## src/rtl/ddrb4_pkg.sv

```systemverilog
package ddrb4_pkg;

  // Width of one byte lane, including its ninth bit.
  localparam int BYTE_W = 9;
  // Fixed burst length and number of beats moved per internal cycle.
  localparam int BURST_LEN = 4;
  localparam int LANES = 2;

  // Strobes from the control to the datapath.
  typedef struct packed {
    logic rdFirst;   // load beats 0/1 onto the read lanes
    logic rdSecond;  // load beats 2/3 onto the read lanes
    logic wrFirst;   // capture beats 0/1, commit the old buffer
    logic wrSecond;  // capture beats 2/3
  } beatStrobe_t;

  typedef enum logic [1:0] {
    PH_IDLE   = 2'd0,
    PH_FIRST  = 2'd1,
    PH_SECOND = 2'd2
  } burstPhase_t;

endpackage

```

## src/rtl/ddrb4_ctrl.sv

```systemverilog
module ddrb4_ctrl
  import ddrb4_pkg::*;
#(
  parameter int ADDR_W = 6
) (
  input  logic              clk,
  input  logic              rstN,
  input  logic              loadN,
  input  logic              readSel,
  input  logic [ADDR_W-1:0] cmdAddr,
  output beatStrobe_t       strb,
  output logic [ADDR_W-1:0] burstAddr,
  output logic              protoErr
);

  burstPhase_t phaseQ, phaseD;
  logic        opReadQ;
  logic [ADDR_W-1:0] startAddrQ;
  logic        errQ;

  logic cmdSeen;
  logic cmdAccept;
  logic cmdClash;

  // A command is only legal when the current burst does not own the next cycle.
  assign cmdSeen   = !loadN;
  assign cmdAccept = cmdSeen && (phaseQ != PH_FIRST);
  assign cmdClash  = cmdSeen && (phaseQ == PH_FIRST);

  always_comb begin
    if (cmdAccept) begin
      phaseD = PH_FIRST;
    end else if (phaseQ == PH_FIRST) begin
      phaseD = PH_SECOND;
    end else begin
      phaseD = PH_IDLE;
    end
  end

  always_ff @(posedge clk or negedge rstN) begin
    if (!rstN) begin
      phaseQ     <= PH_IDLE;
      opReadQ    <= 1'b0;
      startAddrQ <= '0;
      errQ       <= 1'b0;
    end else begin
      phaseQ <= phaseD;
      errQ   <= cmdClash;
      if (cmdAccept) begin
        opReadQ    <= readSel;
        startAddrQ <= cmdAddr;
      end
    end
  end

  always_comb begin
    strb.rdFirst  = (phaseQ == PH_FIRST)  &&  opReadQ;
    strb.rdSecond = (phaseQ == PH_SECOND) &&  opReadQ;
    strb.wrFirst  = (phaseQ == PH_FIRST)  && !opReadQ;
    strb.wrSecond = (phaseQ == PH_SECOND) && !opReadQ;
  end

  assign burstAddr = startAddrQ;
  assign protoErr  = errQ;

  // A first-half strobe is always followed by its second half.
  AST_RD_HALVES: assert property (@(posedge clk) disable iff (!rstN)
    strb.rdFirst |=> strb.rdSecond);
  AST_WR_HALVES: assert property (@(posedge clk) disable iff (!rstN)
    strb.wrFirst |=> strb.wrSecond);
  AST_ONE_STROBE: assert property (@(posedge clk) disable iff (!rstN)
    $onehot0({strb.rdFirst, strb.rdSecond, strb.wrFirst, strb.wrSecond}));
  AST_NOP_NO_START: assert property (@(posedge clk) disable iff (!rstN)
    loadN |=> !(strb.rdFirst || strb.wrFirst));
  AST_ERR_PULSE: assert property (@(posedge clk) disable iff (!rstN)
    protoErr |=> !protoErr);
  AST_ERR_CAUSE: assert property (@(posedge clk) disable iff (!rstN)
    protoErr |-> $past(!loadN));

endmodule

```

## src/rtl/ddrb4_datapath.sv

```systemverilog
module ddrb4_datapath
  import ddrb4_pkg::*;
#(
  parameter int ADDR_W    = 6,
  parameter int NUM_BYTES = 2
) (
  input  logic                          clk,
  input  logic                          rstN,
  input  beatStrobe_t                   strb,
  input  logic [ADDR_W-1:0]             burstAddr,
  input  logic [NUM_BYTES*BYTE_W-1:0]   wrEven,
  input  logic [NUM_BYTES*BYTE_W-1:0]   wrOdd,
  input  logic [NUM_BYTES-1:0]          wrEnEvenN,
  input  logic [NUM_BYTES-1:0]          wrEnOddN,
  output logic [NUM_BYTES*BYTE_W-1:0]   rdEven,
  output logic [NUM_BYTES*BYTE_W-1:0]   rdOdd,
  output logic                          rdOutEn
);

  localparam int DW    = NUM_BYTES * BYTE_W;
  localparam int DEPTH = 1 << ADDR_W;
  localparam int OFS_W = $clog2(BURST_LEN);
  localparam int GRP_W = ADDR_W - OFS_W;

  // Storage array and the one-burst write buffer, indexed by word offset.
  logic [DW-1:0]        mem      [DEPTH];
  logic [DW-1:0]        bufData  [BURST_LEN];
  logic [NUM_BYTES-1:0] bufEnN   [BURST_LEN];
  logic [GRP_W-1:0]     bufGroup;
  logic                 bufValid;

  logic [GRP_W-1:0] curGroup;
  logic [OFS_W-1:0] curOfs;
  logic [OFS_W-1:0] rdBase;
  logic [OFS_W-1:0] wrBase;
  logic             bufHit;
  logic             wrAny;
  logic             rdAny;

  logic [DW-1:0]        laneWord  [LANES];
  logic [OFS_W-1:0]     wrSlot    [LANES];
  logic [DW-1:0]        wrLane    [LANES];
  logic [NUM_BYTES-1:0] wrLaneEnN [LANES];

  assign curGroup = burstAddr[ADDR_W-1:OFS_W];
  assign curOfs   = burstAddr[OFS_W-1:0];
  assign rdBase   = curOfs + (strb.rdSecond ? OFS_W'(2) : OFS_W'(0));
  assign wrBase   = curOfs + (strb.wrSecond ? OFS_W'(2) : OFS_W'(0));
  assign bufHit   = bufValid && (bufGroup == curGroup);
  assign wrAny    = strb.wrFirst || strb.wrSecond;
  assign rdAny    = strb.rdFirst || strb.rdSecond;

  assign wrLane[0]    = wrEven;
  assign wrLane[1]    = wrOdd;
  assign wrLaneEnN[0] = wrEnEvenN;
  assign wrLaneEnN[1] = wrEnOddN;

  // One read-merge path and one write-slot decoder per lane.
  for (genvar ln = 0; ln < LANES; ln++) begin : gLane
    logic [OFS_W-1:0] rdSlot;
    logic [DW-1:0]    merged;

    assign rdSlot       = rdBase + OFS_W'(ln);
    assign wrSlot[ln]   = wrBase + OFS_W'(ln);

    always_comb begin
      merged = mem[{curGroup, rdSlot}];
      for (int b = 0; b < NUM_BYTES; b++) begin
        if (bufHit && !bufEnN[rdSlot][b]) begin
          merged[b*BYTE_W +: BYTE_W] = bufData[rdSlot][b*BYTE_W +: BYTE_W];
        end
      end
    end

    assign laneWord[ln] = merged;
  end

  // Commit the parked burst when the next write burst begins.
  always_ff @(posedge clk) begin
    if (strb.wrFirst && bufValid) begin
      for (int s = 0; s < BURST_LEN; s++) begin
        for (int b = 0; b < NUM_BYTES; b++) begin
          if (!bufEnN[s][b]) begin
            mem[{bufGroup, OFS_W'(s)}][b*BYTE_W +: BYTE_W] <= bufData[s][b*BYTE_W +: BYTE_W];
          end
        end
      end
    end
  end

  // Buffer bookkeeping: group, validity and per-slot enables.
  always_ff @(posedge clk or negedge rstN) begin
    if (!rstN) begin
      bufValid <= 1'b0;
      bufGroup <= '0;
      for (int s = 0; s < BURST_LEN; s++) begin
        bufEnN[s] <= '1;
      end
    end else begin
      if (strb.wrFirst) begin
        bufValid <= 1'b1;
        bufGroup <= curGroup;
        for (int s = 0; s < BURST_LEN; s++) begin
          bufEnN[s] <= '1;
        end
      end
      if (wrAny) begin
        for (int l = 0; l < LANES; l++) begin
          bufEnN[wrSlot[l]] <= wrLaneEnN[l];
        end
      end
    end
  end

  always_ff @(posedge clk) begin
    if (wrAny) begin
      for (int l = 0; l < LANES; l++) begin
        bufData[wrSlot[l]] <= wrLane[l];
      end
    end
  end

  // Read lanes: registered, zero while the bus would float.
  always_ff @(posedge clk or negedge rstN) begin
    if (!rstN) begin
      rdEven  <= '0;
      rdOdd   <= '0;
      rdOutEn <= 1'b0;
    end else if (rdAny) begin
      rdEven  <= laneWord[0];
      rdOdd   <= laneWord[1];
      rdOutEn <= 1'b1;
    end else begin
      rdEven  <= '0;
      rdOdd   <= '0;
      rdOutEn <= 1'b0;
    end
  end

  AST_LANES_QUIET: assert property (@(posedge clk) disable iff (!rstN)
    !rdOutEn |-> (rdEven == '0 && rdOdd == '0));
  AST_EN_FROM_READ: assert property (@(posedge clk) disable iff (!rstN)
    rdOutEn |-> $past(strb.rdFirst || strb.rdSecond));
  AST_BUF_GROUP_HOLD: assert property (@(posedge clk) disable iff (!rstN)
    !strb.wrFirst |=> $stable(bufGroup));
  AST_BUF_VALID_KEEP: assert property (@(posedge clk) disable iff (!rstN)
    bufValid |=> bufValid);

endmodule

```

## src/rtl/ddrb4_sram_front.sv

```systemverilog
module ddrb4_sram_front
  import ddrb4_pkg::*;
#(
  parameter int ADDR_W    = 6,
  parameter int NUM_BYTES = 2
) (
  input  logic                        clk,
  input  logic                        rstN,
  input  logic                        loadN,
  input  logic                        readSel,
  input  logic [ADDR_W-1:0]           cmdAddr,
  input  logic [NUM_BYTES*9-1:0]      wrEven,
  input  logic [NUM_BYTES*9-1:0]      wrOdd,
  input  logic [NUM_BYTES-1:0]        wrEnEvenN,
  input  logic [NUM_BYTES-1:0]        wrEnOddN,
  output logic [NUM_BYTES*9-1:0]      rdEven,
  output logic [NUM_BYTES*9-1:0]      rdOdd,
  output logic                        rdOutEn,
  output logic                        protoErr
);

  beatStrobe_t       strb;
  logic [ADDR_W-1:0] burstAddr;

  ddrb4_ctrl #(
    .ADDR_W (ADDR_W)
  ) uCtrl (
    .clk       (clk),
    .rstN      (rstN),
    .loadN     (loadN),
    .readSel   (readSel),
    .cmdAddr   (cmdAddr),
    .strb      (strb),
    .burstAddr (burstAddr),
    .protoErr  (protoErr)
  );

  ddrb4_datapath #(
    .ADDR_W    (ADDR_W),
    .NUM_BYTES (NUM_BYTES)
  ) uData (
    .clk       (clk),
    .rstN      (rstN),
    .strb      (strb),
    .burstAddr (burstAddr),
    .wrEven    (wrEven),
    .wrOdd     (wrOdd),
    .wrEnEvenN (wrEnEvenN),
    .wrEnOddN  (wrEnOddN),
    .rdEven    (rdEven),
    .rdOdd     (rdOdd),
    .rdOutEn   (rdOutEn)
  );

endmodule

```

## config.mk

```make
export PLATFORM = sky130hd
export DESIGN_NAME = ddrb4_sram_front
export DESIGN_NICKNAME = d
export VERILOG_FILES = /design/src/rtl/ddrb4_pkg.sv /design/src/rtl/ddrb4_ctrl.sv /design/src/rtl/ddrb4_datapath.sv /design/src/rtl/ddrb4_sram_front.sv
export SDC_FILE = /design/constraint.sdc
export NUM_CORES = 2
export LEC_CHECK = 0
export ABC_AREA = 1
export BUFFER_PORTS_ARGS = -buffer_cell sky130_fd_sc_hd__buf_2
export CAP_MARGIN = 10
export CORE_ASPECT_RATIO = 1.1
export CORE_MARGIN = 1.5
export CORE_UTILIZATION = 30
export DETAILED_ROUTE_END_ITERATION = 10
export PLACE_DENSITY_LB_ADDON = 0.25
export SYNTH_ARGS = -nofsm -noshare
export SYNTH_HDL_FRONTEND = slang
export SYNTH_SLANG_ARGS = --single-unit
```

## constraint.sdc

```tcl
create_clock -name clk -period 3.5 [get_ports clk]
set_input_delay 0.175 -clock clk [delete_from_list [all_inputs] [get_ports clk]]
set_output_delay 0.175 -clock clk [all_outputs]
set_load 0.005 [all_outputs]
```

* Yosys cells after proc, flatten, opt, wreduce, memory -nomap -nowiden
Memory sizes are Yosys's and may differ from the RTL's.
Index checks and enable logic that the tools add are counted.
** Word-level totals
- Flip-flop bits (word level) :: 60
- Memory bits (writable) :: 1224
- Input bits :: 50
- Output and inout port bits :: 38
- Word-level logic and storage cells :: 106
- Memories kept :: 2
** Cells by class
- Add/sub/neg operators :: 4
- $lt $le $gt $ge :: 6
- Equality and inequality tests :: 4
- Multiplexer cells :: 51
- Bitwise operators :: 4
- Reductions and logical operators :: 22
** Memories
- uData.mem :: words 64, width 18, rd ports 2, clocked after Yosys merged registers in 0, write ports 4, RTL line ddrb4_datapath.sv:26 : logic [DW-1:0] mem [DEPTH];
- uData.bufData :: words 4, width 18, rd ports 6, clocked after Yosys merged registers in 0, write ports 2, RTL line ddrb4_datapath.sv:27 : logic [DW-1:0] bufData [BURST_LEN];
** Operators by type and width (count)
- 18-bit 2-to-1 mux :: 2
- 9-bit 2-to-1 mux :: 4
- 1-bit 2-to-1 mux :: 27
- 2-bit 2-to-1 mux :: 10
- 8-bit bitwise mux :: 2
- 8-bit 2-to-1 mux :: 2
- 1-bit logical AND :: 14
- 3-bit greater-or-equal comparator, second input constant :: 4
- 2-bit inverter with 3-bit output :: 4
- 2-bit binary-select mux with 2-bit select :: 2
- 2-bit demux with 2-bit select :: 2
- 1-bit zero test :: 6
- 3-bit by 1-bit less-than comparator with 1-bit output, second input constant :: 2
- 2-bit by 1-bit adder with 2-bit output, second input constant :: 2
- 2-bit adder :: 2
- 4-bit equality test :: 1
- 2-bit by 1-bit equality test with 1-bit output, second input constant :: 1
- 2-bit equality test, second input constant :: 1
- 1-bit logical OR :: 2
- 2-bit by 1-bit inequality test with 1-bit output, second input constant :: 1

* Logic depth before layout (Yosys ltp)
- Word-level depth :: 13
- Gate-level depth with buffers :: 17
- Mapped depth without buffers :: 14

* Hierarchy
Synthesis repeated with hierarchy kept, for this count alone.
** Unflattened totals
- Cell total of the unflattened synthesis :: 7572
- Area total of the unflattened synthesis :: 66069.6 um^2
** Modules (own cells, without submodules)
- ddrb4_datapath :: times used 1, cells an instance 7528, area each 65668.0 um^2, sequential area each 38016.5 um^2
- ddrb4_ctrl :: times used 1, cells an instance 44, area each 401.6 um^2, sequential area each 250.2 um^2

* Worst setup path after synthesis
Ideal clock, no wire load.
- Path kind :: register -> register
- Start :: reg uCtrl.phaseQ[1]
- End :: mem uData.bufData[2][0] (netlist bit), enable pin
- Library setup time :: 0.375 ns
- Arrival time :: 2.421 ns
- Data required time :: 3.125 ns
- Setup slack :: 0.704 ns
- Cell stages (with the launch flop) :: 11
- Path buffers :: 1
- Period minus slack after synthesis :: 2.796 ns
- Path through :: dfrtp_1 -> nor2_1 -> inv_1 -> nor2_2 -> inv_1 -> nand2_2 -> inv_1 -> nor2_2 -> nand2_1 -> clkbuf_1 -> nand2_1
** RTL lines
- start: declaration :: RTL line ddrb4_ctrl.sv:16 : burstPhase_t phaseQ, phaseD;
- start signal: assignment :: RTL line ddrb4_ctrl.sv:47 : phaseQ <= phaseD;
- end: declaration :: RTL line ddrb4_datapath.sv:27

* Worst setup path in the final report
- Start :: reg uCtrl.phaseQ[0]
- End :: reg uData.rdOdd[4]
** Between the ends
- Longest elaborated chain between the ends :: 13
- Elaborated cells between the ends (all ways) :: 18
- Those cells by class :: add/sub: 2; eq/ne: 2; mux: 6; bitwise: 1; reduce/logical: 5; memory: 2
** RTL lines
- branches (longest 12 deep; another with memory read 64 x 18 bit)
- 18-bit 2-to-1 mux (*) :: RTL line ddrb4_datapath.sv:129 : end else if (rdAny) begin
- end signal: assignment :: RTL line ddrb4_datapath.sv:131 : rdOdd <= laneWord[1];
- end: declaration :: RTL line ddrb4_datapath.sv:16 : output logic [NUM_BYTES*BYTE_W-1:0] rdOdd,
Mark *: on every way between the ends. The select of a mux whose other input is x is not followed.
A chain may end at the register's enable or synchronous reset.

==> run metrics <==
Post-Syn Area per Cell 8.71 um^2; Arr. time, crit path between 3000 and 4000 ps; syn_nets around 7700; area share of and/or/nand/nor cells after synthesis 0.218; initial core utilization 0.303; Synth Flop Type edfxtp_1; CTS H-Tree Depth 4; Setup-failing EPs final 0; CP Class flop to flop; main combinational cell family by area after synthesis simple AND/OR/NAND/NOR gates; synth top area cells edfxtp_1 (55%), nand2_1 (8.1%), nand3_1 (7.3%); DP HPWL between 150 and 200 mm; worst setup path start uCtrl.phaseQ[0]; Hold Fails Final Rpt 0; max_slew headroom 0.211; Power Total roughly 45000 uW; Vias/cell between 5 and 6; Placed Cells ~10000; FMAX approximately 300 MHz; Worst Setup Start Kind flop; worst hold margin roughly 90 ps; Seq cells post-synth 1284; Post-CTS Setup Inserts 0; Tot GR Track Use 0.238; pwr dens 587 nW/um^2; worst r2r src uCtrl.phaseQ[0]; synth warn 0; skew final 33.8 ps; final worst-path cycle share 0.930; min Tclk post-route between 3000 and 4000 ps; number of global-route vias before repair approximately 53000; post-synthesis xor/xnor area fraction 0.000132; clk root buf clkbuf_16; Routed Antenna Nets 0; Finished Layout Cells between 10000 and 15000; Synth Area in Compound Gates 0.129; initial antenna violation count 40; final number of max-transition violations 0; Filler cells between 20000 and 25000; Avg WL per Cell about 26 um; ys async rst share 0.0467; largest net degree at the start of global routing 127; crit path cell chain inv_1, nand4_1, nand2_4, nand2_4, nand2_4, buf_12, nand2_1, nand3_1, nand2_1, nor2_1, nor2_1, nor2_1, nor2_1, nor2_1; GPL Wtd Cong 0.912; DIE WIDTH ~450 um; Seq/Total Area, Yosys 0.576; Overflow after GRT 0; chip height 496 um; # IOs between 80 and 90; row cnt 180; first-pass GRT wire length 386 mm; 1st-iter DRT viols 8400; CP Data Required Time about 4200 ps; routed via count a little under 60000; mux cell area share after synthesis 0.00286; CTS Buf Count 135; IO Port Bufs 87; Worst-path clk slew approximately 70 ps; first-pass iteration count of the detailed router 9; Max VDD drop between 0.0004 and 0.0005 V; clk_lat worst skew around 810 ps; fraction of layout instances using a drive strength above 1 0.0900; CTS Sinks 1284; Final nets between 7000 and 8000; worst min-delay path category input pin to asynchronous set/reset pin; Core Area about 220000 um^2; Mapped Area about 66000 um^2; Yosys cell types 28; Layout Area Growth over Synthesis 15.8%; Routed WL roughly 270 mm; Yosys top cell by area edfxtp_1; crit path max fanout 36; Slew @ Worst Pin 1180 ps; Setup TNS 0 ps; RSZ-0062 raised after global routing no; Cells after Synth approximately 7600; Die ar. 224000 um^2; Post-synth EDFFs ~1200; Critical Path End Type flop; clock tree from TritonCTS built; CP max stage delay between 400 and 500 ps; CP max-delay cell nor2_1; clock tree buffer depth 3; Most common cell on crit path nor2_1; outcome completed; Synth top area share 0.553; Leak 0.0300 uW; DRC violations left 0; max-cap violation count 0; post-synthesis adder-cell area fraction 0
per-stage QoR:
step                cell area (um^2)  utilization  worst slack [ps]
finish                         76900        0.351               244
global route                   76900        0.351              92.1
CTS                            76900        0.351               160
detailed placement             71700        0.327               357
global placement               71700        0.327               380
floorplan                      66400            -               704
cells in the mapped netlist (all sizes together), types with 4 or more instances:
| library cell | n |
|---|---|
| nand2 | 1442 |
| edfxtp | 1224 |
| nor2 | 1095 |
| nand3 | 971 |
| a21oi | 817 |
| inv | 635 |
| o21ai | 501 |
| buf | 292 |
| clkbuf | 283 |
| o211ai | 250 |
| dfrtp | 52 |
| mux2i | 19 |
| or2 | 13 |
| dfstp | 8 |
| o221ai | 6 |
| o31ai | 5 |
| o22ai | 4 |
metal layers:
metal	track usage	wire length, um
met5	0	46
met3	0.0398	27000
met1	0.326	113000
met4	0.106	13100
met2	0.370	121000
logic make-up (layout without fill, tap and decap cells):
family	count (synthesis)	count (layout)
buffers and inverters	1211	1416
AND/OR/NAND/NOR	3523	3523
AO/OA/AOI/OAI	1583	1583
flip-flops	1284	1284
other	0	5
XOR/XNOR	1	1
multiplexers	19	19
report_power, final:
part	internal (uW)	switching (uW)
clock	8730	6400
sequential	17500	640
combinational	3270	8670
state kept, by name (all words and copies together), names as in the netlist:
register / cells
uCtrl.phaseQ: 2
uData.bufData: 72
uData.rdEven: 18
uData.bufValid: 1
uData.bufGroup: 4
uData.rdOdd: 18
uCtrl.opReadQ: 1
uData.bufEnN: 8
uCtrl.protoErr: 1
uData.mem: 1152
uData.rdOutEn: 1
uCtrl.burstAddr: 6
critical path, delay by kind of cell, from the launching register on:
family                 cells  cell delay [ps]
buffers and inverters      2              360
DFF                        1              360
and+or+nand+nor           12             2420
final cells by class:
| type | instances | area [um^2] | share of cell area |
|---|---|---|---|
| timing repair buffer | 538 | 4680 | 0.0609 |
| inverter | 636 | 2420 | 0.0314 |
| tap | 2912 | 3640 | 0.0474 |
| clock buffer | 166 | 3640 | 0.0474 |
| sequential | 1284 | 38300 | 0.498 |
| multi-input combinational | 5126 | 23400 | 0.304 |
| antenna | 5 | 12.5 | 0.000163 |
| clock inverter | 76 | 856 | 0.0111 |
repair_timing:
| item | 4_1_cts | 5_1_grt |
|---|---|---|
| endpoints found under the hold margin | 114 | 0 |
| setup endpoints to repair | 0 | 1 |
| hold buffers | 73 | 0 |
| gates resized for setup | 0 | 1 |
worst paths after layout:
check                                   end  slack (ps)  depth (start not counted)
min in group clk             uCtrl.protoErr         170                          3
max                          uData.rdOdd[4]         240                         14
max reg2reg                  uData.rdOdd[4]         240                         14
min                         uData.rdEven[2]          90                          2
min reg2reg                  uData.bufValid         530                          2
max in group asynchronous  uData.rdEven[13]        2450                          3
layout by cell type, fill, tap and decap left out, types with 5 or more instances in the layout:
master	count
nand2_1	1436
edfxtp_1	1224
nor2_1	1091
nand3_1	967
a21oi_1	817
inv_1	629
o21ai_0	495
buf_4	323
o211ai_1	250
clkbuf_16	142
buf_2	87
dlygate4sd3_1	73
buf_12	54
dfrtp_1	48
clkinv_1	27
clkbuf_1	24
clkinv_2	23
mux2i_1	19
bufinv_16	18
or2_2	13
dfstp_2	8
o221ai_1	6
inv_6	6
diode_2	5
o21ai_1	5
o31ai_1	5
(Power assumes the default switching activity.)
